--- config.mk ---
export PLATFORM = sky130hd
export DESIGN_NAME = dmactr_top
export DESIGN_NICKNAME = d
export VERILOG_FILES = /design/src/rtl/dmactr_pkg.sv /design/src/rtl/dmactr_shadow.sv /design/src/rtl/dmactr_len.sv /design/src/rtl/dmactr_fsm.sv /design/src/rtl/dmactr_top.sv
export SDC_FILE = /design/constraint.sdc
export NUM_CORES = 1
export LEC_CHECK = 0
export BUFFER_PORTS_ARGS = -buffer_cell sky130_fd_sc_hd__buf_2
export CORE_AREA = 2 2 89 91
export DETAILED_ROUTE_END_ITERATION = 10
export DIE_AREA = 0 0 91 93
export PLACE_DENSITY = 0.83
export SYNTH_ARGS = -nofsm -noshare
export SYNTH_HDL_FRONTEND = slang
export SYNTH_SLANG_ARGS = --single-unit
--- constraint.sdc ---
create_clock -name clk -period 9.1 [get_ports clk]
set_input_delay 1.365 -clock clk [delete_from_list [all_inputs] [get_ports clk]]
set_output_delay 1.365 -clock clk [all_outputs]
set_load 0.01 [all_outputs]
--- src/rtl/dmactr_pkg.sv ---
package dmactr_pkg;
    typedef enum logic [1:0] {
        ST_IDLE = 2'd0,
        ST_RUN  = 2'd1,
        ST_DONE = 2'd2
    } xfer_state_t;
endpackage

--- src/rtl/dmactr_shadow.sv ---
module dmactr_shadow #(
    parameter int CNT_W = 16,
    parameter int SEL_W = 1
) (
    input  logic             clk,
    input  logic             rst_n,
    input  logic             cnt_wr,
    input  logic [SEL_W-1:0] cnt_sel,
    input  logic [7:0]       cnt_wdata,
    input  logic             dma_cmd,
    input  logic             complete,
    output logic [CNT_W-1:0] shadow,
    output logic [CNT_W-1:0] live
);
    localparam int NBYTES = CNT_W / 8;

    // Each byte lane of the shadow is written on its own.
    for (genvar b = 0; b < NBYTES; b++) begin : g_lane
        always_ff @(posedge clk) begin
            if (!rst_n)
                shadow[b*8 +: 8] <= 8'h00;
            else if (cnt_wr && cnt_sel == SEL_W'(b))
                shadow[b*8 +: 8] <= cnt_wdata;
        end
    end

    // Completion takes priority over a reload in the same cycle.
    always_ff @(posedge clk) begin
        if (!rst_n)
            live <= '0;
        else if (complete)
            live <= '0;
        else if (dma_cmd)
            live <= shadow;
    end
endmodule

--- src/rtl/dmactr_len.sv ---
module dmactr_len #(
    parameter int CNT_W   = 16,
    parameter int PLEN_W  = 18,
    parameter int CMD_CAP = 32
) (
    input  logic [CNT_W-1:0]  live,
    input  logic              cmd_phase,
    input  logic [PLEN_W-1:0] phase_len,
    output logic [CNT_W:0]    eff_len
);
    localparam int REM_W = CNT_W + 1;
    localparam int CW    = (REM_W > PLEN_W) ? REM_W : PLEN_W;

    logic [REM_W-1:0]  cnt_full;
    logic [PLEN_W-1:0] plen_mag;
    logic [CW-1:0]     limit;
    logic [CW-1:0]     cnt_ext;

    always_comb begin
        // A zero count stands for the full range.
        cnt_full = (live == '0) ? REM_W'(1) << CNT_W : {1'b0, live};
        // Two's-complement negation gives the magnitude, even for the most negative value.
        plen_mag = phase_len[PLEN_W-1] ? (~phase_len + 1'b1) : phase_len;
        limit    = cmd_phase ? CW'(CMD_CAP) : CW'(plen_mag);
        cnt_ext  = CW'(cnt_full);
        eff_len  = (cnt_ext < limit) ? cnt_full : REM_W'(limit);
    end
endmodule

--- src/rtl/dmactr_fsm.sv ---
module dmactr_fsm
    import dmactr_pkg::*;
#(
    parameter int REM_W = 17
) (
    input  logic             clk,
    input  logic             rst_n,
    input  logic             xfer_start,
    input  logic             byte_stb,
    input  logic [REM_W-1:0] eff_len,
    output logic [REM_W-1:0] remain,
    output xfer_state_t      state,
    output logic             complete,
    output logic             done
);
    xfer_state_t nstate;

    always_comb begin
        nstate = state;
        unique case (state)
            ST_IDLE: begin
                if (xfer_start)
                    nstate = (eff_len == '0) ? ST_DONE : ST_RUN;
            end
            ST_RUN: begin
                if (xfer_start)
                    nstate = (eff_len == '0) ? ST_DONE : ST_RUN;
                else if (byte_stb && remain == REM_W'(1))
                    nstate = ST_DONE;
            end
            ST_DONE: begin
                if (xfer_start)
                    nstate = (eff_len == '0) ? ST_DONE : ST_RUN;
                else
                    nstate = ST_IDLE;
            end
            default: nstate = ST_IDLE;
        endcase
    end

    // State register.
    always_ff @(posedge clk) begin
        if (!rst_n)
            state <= ST_IDLE;
        else
            state <= nstate;
    end

    // Remaining-length register: a start loads it, and a byte in RUN lowers it.
    always_ff @(posedge clk) begin
        if (!rst_n)
            remain <= '0;
        else if (xfer_start)
            remain <= eff_len;
        else if (state == ST_RUN && byte_stb && remain != '0)
            remain <= remain - 1'b1;
    end

    // Outputs decoded from the state.
    always_comb begin
        complete = (nstate == ST_DONE) && (state != ST_DONE || xfer_start);
        done     = (state == ST_DONE);
    end
endmodule

--- src/rtl/dmactr_top.sv ---
module dmactr_top
    import dmactr_pkg::*;
#(
    parameter int CNT_W   = 16,
    parameter int PLEN_W  = 18,
    parameter int CMD_CAP = 32
) (
    input  logic              clk,
    input  logic              rst_n,
    input  logic              cnt_wr,
    input  logic              cnt_sel,
    input  logic [7:0]        cnt_wdata,
    input  logic              dma_cmd,
    input  logic              xfer_start,
    input  logic              cmd_phase,
    input  logic [PLEN_W-1:0] phase_len,
    input  logic              byte_stb,
    input  logic              int_ack,
    output logic [CNT_W-1:0]  live_count,
    output logic [CNT_W:0]    remain,
    output logic              done,
    output logic              tc,
    output logic              svc,
    output logic              irq
);
    localparam int REM_W = CNT_W + 1;

    logic [CNT_W-1:0] shadow;
    logic [REM_W-1:0] eff_len;
    logic             complete;
    xfer_state_t      state;

    dmactr_shadow #(.CNT_W(CNT_W), .SEL_W(1)) u_shadow (
        .clk(clk), .rst_n(rst_n), .cnt_wr(cnt_wr), .cnt_sel(cnt_sel),
        .cnt_wdata(cnt_wdata), .dma_cmd(dma_cmd), .complete(complete),
        .shadow(shadow), .live(live_count)
    );

    dmactr_len #(.CNT_W(CNT_W), .PLEN_W(PLEN_W), .CMD_CAP(CMD_CAP)) u_len (
        .live(live_count), .cmd_phase(cmd_phase), .phase_len(phase_len),
        .eff_len(eff_len)
    );

    dmactr_fsm #(.REM_W(REM_W)) u_fsm (
        .clk(clk), .rst_n(rst_n), .xfer_start(xfer_start), .byte_stb(byte_stb),
        .eff_len(eff_len), .remain(remain), .state(state),
        .complete(complete), .done(done)
    );

    // Completion wins over a clear that arrives in the same cycle.
    always_ff @(posedge clk) begin
        if (!rst_n) begin
            tc  <= 1'b0;
            svc <= 1'b0;
            irq <= 1'b0;
        end else begin
            if (complete)
                tc <= 1'b1;
            else if (cnt_wr || xfer_start)
                tc <= 1'b0;

            if (complete) begin
                svc <= 1'b1;
                irq <= 1'b1;
            end else if (int_ack) begin
                svc <= 1'b0;
                irq <= 1'b0;
            end
        end
    end
endmodule

==> summary.txt <==
Pwr
  – Max rail drop VDD: 0.0784 mV
  – Pwr dens: around 130 nW/um^2
  – Sw power: 0.000191 W
  – Share of total power in the clock network: 0.263
  – Power share of the sequential group: 0.461
  – Net switching fraction of the power: 0.343
  – Gate power share: 0.276
  – Design internal power: 0.000366 W
  – Static power due to leakage: 1.80 nW

Timing
  – Minimum setup slack in the final design: 4.07 ns
  – Fin crit share: 0.553
  – Clock period minus worst slack: slightly above 5 ns
  – Unrepaired setup endpoints after global routing: no
  – Hold violation total from the final report: 0
  – Worst slew margin relative to its limit: 0.326
  – Pins over their slew limit: 0
  – Final setup vio count: 0
  – Final Skew: roughly 0.0038 ns
  – Final worst hold slack: about 0.47 ns
  – Transition at the pin with the smallest max-transition slack: around 1.0 ns
  – Total Negative Setup Slacks: 0 ns
  – Achievable clock frequency: roughly 200 MHz

Synth
  – Mean cell area of the mapped netlist: between 8 and 9 sq um
  – Synthesis Warnings: 0
  – Cell taking the most area after synthesis: sky130_fd_sc_hd__dfxtp_1
  – Number of flops mapped to enable cells by yosys: 0
  – Share of synthesized registers carrying an async set or reset: 0
  – Post-synthesis sequential area ratio: 0.277
  – Top FF cell, synth: sky130_fd_sc_hd__dfxtp_1
  – Post-synth top area share: 0.277
  – Post-synthesis cell area: between 3000 and 4000 sq um
  – Synthesized Nets: between 500 and 600
  – Area contributors post-synth: sky130_fd_sc_hd__dfxtp_1, sky130_fd_sc_hd__mux2i_1, sky130_fd_sc_hd__ha_1
  – Synthesized instance count: approximately 470
  – Flip-flop and latch count after synthesis: 53
  – Count of different cell masters after synthesis: between 60 and 70

Route
  – Wire length after detailed routing: between 10 and 15 mm
  – Vias: around 3800
  – TritonRoute pass-1 iters: 5
  – Number of antenna-violating nets in the routed design: 0
  – Via-per-instance ratio: 6.26
  – Drc violations: 0
  – WL/cell: approximately 18 um
  – Initial DRC count: between 400 and 500

Worst setup path
  – Startpoint class of the critical path: input port
  – Setup crit end kind: register
  – Class of the most critical setup path: input port to register
  – Maximum fanout encountered on the critical timing path: 16
  – Arrival time of the worst setup path: 5.17 ns
  – Data required time at the worst endpoint: approximately 9.3 ns

Placed design
  – HPWL Detailed: 8.03 mm
  – Total of buffers placed on input and output ports: about 70
  – Global placement routability congestion: about 0.96
  – Post-Place Setup Slack: approximately 3.8 ns

Finish
  – Fraction of layout cells with a size suffix above 1: 0.217
  – Antenna cells: 0
  – Area delta synth->final: 10.8%
  – Finished Core Util: 0.564
  – NumNets Final: 561

Floorplanning
  – Starting density of the core: 0.509
  – Io pins: 72
  – Height of the die: ~93 um
  – Die area: ~8500 sq um
  – Number of placement rows: 32
  – X dimension of the die: between 90 and 100 um
  – Floorplan Core Area: between 7000 and 8000 sq um

Clock tree
  – Max Buffers Root-to-Sink: 2
  – Number of post-CTS setup repair buffers: 0
  – Clock tree from TritonCTS: yes
  – Cell at the root of the clock tree: sky130_fd_sc_hd__clkbuf_8
  – Clock net sink count: 53
  – Clock buffers created by TritonCTS: 5
  – Clock Latency Late Sink: just over 0.3 ns
  – CTS-repair resized insts: 0
  – H-tree depth: 2
  – # hold bufs at CTS: 0
  – Reg clk slew, reported paths: ~0.1 ns

Global route
  – Total global-route track usage: 0.249
  – Initial antenna violation count: 0
  – Largest net degree at the start of global routing: 39
  – Wire length of the first global-routing pass: 17.4 mm
  – Via count of the first global-routing pass: between 3000 and 4000
  – Total congestion overflow: 0

Outcome
  – Run status: complete, no violations

Job
  – Max-capacitance violation count: 0

Hold path
  – Type of the worst min-delay path: register to register
[state kept, by name (all words and copies together), names as in the netlist]
name and count:
u_fsm.state 2, tc 1, irq 1, u_shadow.live 16
u_fsm.remain 17, u_shadow.shadow 16
[final timing paths]
check                             startpoint                              end  slack [ns]  cells after the start
max                             phase_len[0]    u_shadow.live[7]$_SDFFE_PP0P_        4.07                     16
min          u_shadow.shadow[8]$_SDFFE_PN0P_  u_shadow.shadow[8]$_SDFFE_PN0P_        0.47                      2
max reg2reg    u_shadow.live[7]$_SDFFE_PP0P_    u_shadow.live[7]$_SDFFE_PP0P_        5.97                     10
min reg2reg  u_shadow.shadow[8]$_SDFFE_PN0P_  u_shadow.shadow[8]$_SDFFE_PN0P_        0.47                      2
[Yosys cell counts (3+ instances only)]
master	instances
sky130_fd_sc_hd__nand4_1	6
sky130_fd_sc_hd__o22ai_1	4
sky130_fd_sc_hd__or2_2	5
sky130_fd_sc_hd__nand2_1	22
sky130_fd_sc_hd__nand3_1	14
sky130_fd_sc_hd__nor3_1	17
sky130_fd_sc_hd__inv_1	18
sky130_fd_sc_hd__or3_1	6
sky130_fd_sc_hd__xnor2_1	9
sky130_fd_sc_hd__o21ai_0	23
sky130_fd_sc_hd__nor4_1	14
sky130_fd_sc_hd__o31ai_1	3
sky130_fd_sc_hd__clkbuf_1	33
sky130_fd_sc_hd__a211oi_1	14
sky130_fd_sc_hd__mux2i_1	31
sky130_fd_sc_hd__xor2_1	12
sky130_fd_sc_hd__a21o_1	4
sky130_fd_sc_hd__buf_4	3
sky130_fd_sc_hd__nor2b_1	3
sky130_fd_sc_hd__buf_2	3
sky130_fd_sc_hd__nor2_1	44
sky130_fd_sc_hd__dfxtp_1	53
sky130_fd_sc_hd__nand2b_1	7
sky130_fd_sc_hd__o21a_1	4
sky130_fd_sc_hd__a31oi_1	6
sky130_fd_sc_hd__a21oi_1	33
sky130_fd_sc_hd__ha_1	19
sky130_fd_sc_hd__or4_1	5
sky130_fd_sc_hd__a211oi_2	11
[layout by cell type, fill, tap and decap left out, types with 3 or more instances in the layout]
cell                        n
sky130_fd_sc_hd__nand4_1    6
sky130_fd_sc_hd__or2_2      5
sky130_fd_sc_hd__nand2b_1   7
sky130_fd_sc_hd__clkbuf_8   6
sky130_fd_sc_hd__xnor2_1    9
sky130_fd_sc_hd__nor2_1    44
sky130_fd_sc_hd__buf_2     71
sky130_fd_sc_hd__nand3_1   14
sky130_fd_sc_hd__o31ai_1    3
sky130_fd_sc_hd__nor2b_1    3
sky130_fd_sc_hd__a211oi_2  11
sky130_fd_sc_hd__or4_1      5
sky130_fd_sc_hd__o21ai_0   23
sky130_fd_sc_hd__a31oi_1    6
sky130_fd_sc_hd__ha_1      19
sky130_fd_sc_hd__inv_1     18
sky130_fd_sc_hd__or3_1      6
sky130_fd_sc_hd__o22ai_1    4
sky130_fd_sc_hd__a21o_1     4
sky130_fd_sc_hd__nor4_1    14
sky130_fd_sc_hd__o21a_1     4
sky130_fd_sc_hd__a211oi_1  14
sky130_fd_sc_hd__mux2i_1   31
sky130_fd_sc_hd__nor3_1    17
sky130_fd_sc_hd__xor2_1    12
sky130_fd_sc_hd__nand2_1   22
sky130_fd_sc_hd__dfxtp_1   53
sky130_fd_sc_hd__a21oi_1   33
[worst max-delay path, cell delays in order]
cell                       delay, ns
sky130_fd_sc_hd__buf_2          0.14
sky130_fd_sc_hd__inv_1          0.08
sky130_fd_sc_hd__ha_1           0.26
sky130_fd_sc_hd__or4b_1         0.48
sky130_fd_sc_hd__nor4_1         0.36
sky130_fd_sc_hd__nand2b_1       0.18
sky130_fd_sc_hd__xor2_1         0.06
sky130_fd_sc_hd__or2_2          0.29
sky130_fd_sc_hd__ha_1           0.29
sky130_fd_sc_hd__nand2_1        0.07
sky130_fd_sc_hd__nor2_1         0.09
sky130_fd_sc_hd__o311ai_0       0.20
sky130_fd_sc_hd__o211a_1        0.33
sky130_fd_sc_hd__nor2_2         0.42
sky130_fd_sc_hd__a41o_4         0.44
sky130_fd_sc_hd__a211oi_1       0.12
[stage by stage]
stage          cell area [sq um]  std cells  power (W)
5_1_grt                     4250        610   0.000582
2_1_floorplan               3830        469   0.000367
6_report                    4250        610   0.000557
4_1_cts                     4250        610   0.000555
3_5_place_dp                4150        602   0.000412
3_3_place_gp                4150        602   0.000406
[power by group through the flow]
stage	Combinational (W)	Clock, W	Sequential (W)
2_1_floorplan	0.000105	0	0.000262
3_3_place_gp	0.000144	0	0.000261
3_5_place_dp	0.000150	0	0.000262
4_1_cts	0.000151	0.000147	0.000257
5_1_grt	0.000169	0.000155	0.000259
6_report	0.000154	0.000147	0.000257
[metal layers]
layer,vias up,part of all wire,track usage
met3,28,0.079,0.0500
met4,0,0.028,0.0821
met5,-,0,0
met2,190,0.48,0.427
li1,1796,-,-
met1,1807,0.41,0.314
[area by class of cell]
type	instances	area (sq um)
Inverter	18	67.6
Timing Repair Buffer	72	363
Clock buffer	6	82.6
Clock inverter	2	17.5
Tap cell	102	128
Sequential cell	53	1060
Fill cell	704	3280
Multi-Input combinational cell	357	2530
[logic make-up (layout without fill, tap and decap cells)]
group	Yosys count	count (layout)	synth area share
simple gates	163	163	0.238
compound gates	122	122	0.227
buf+inv	59	98	0.0636
xor+xnor	21	21	0.0480
flops	53	53	0.277
fa+ha+maj	19	19	0.0620
mux	32	32	0.0839
(Power assumes the default switching activity.)
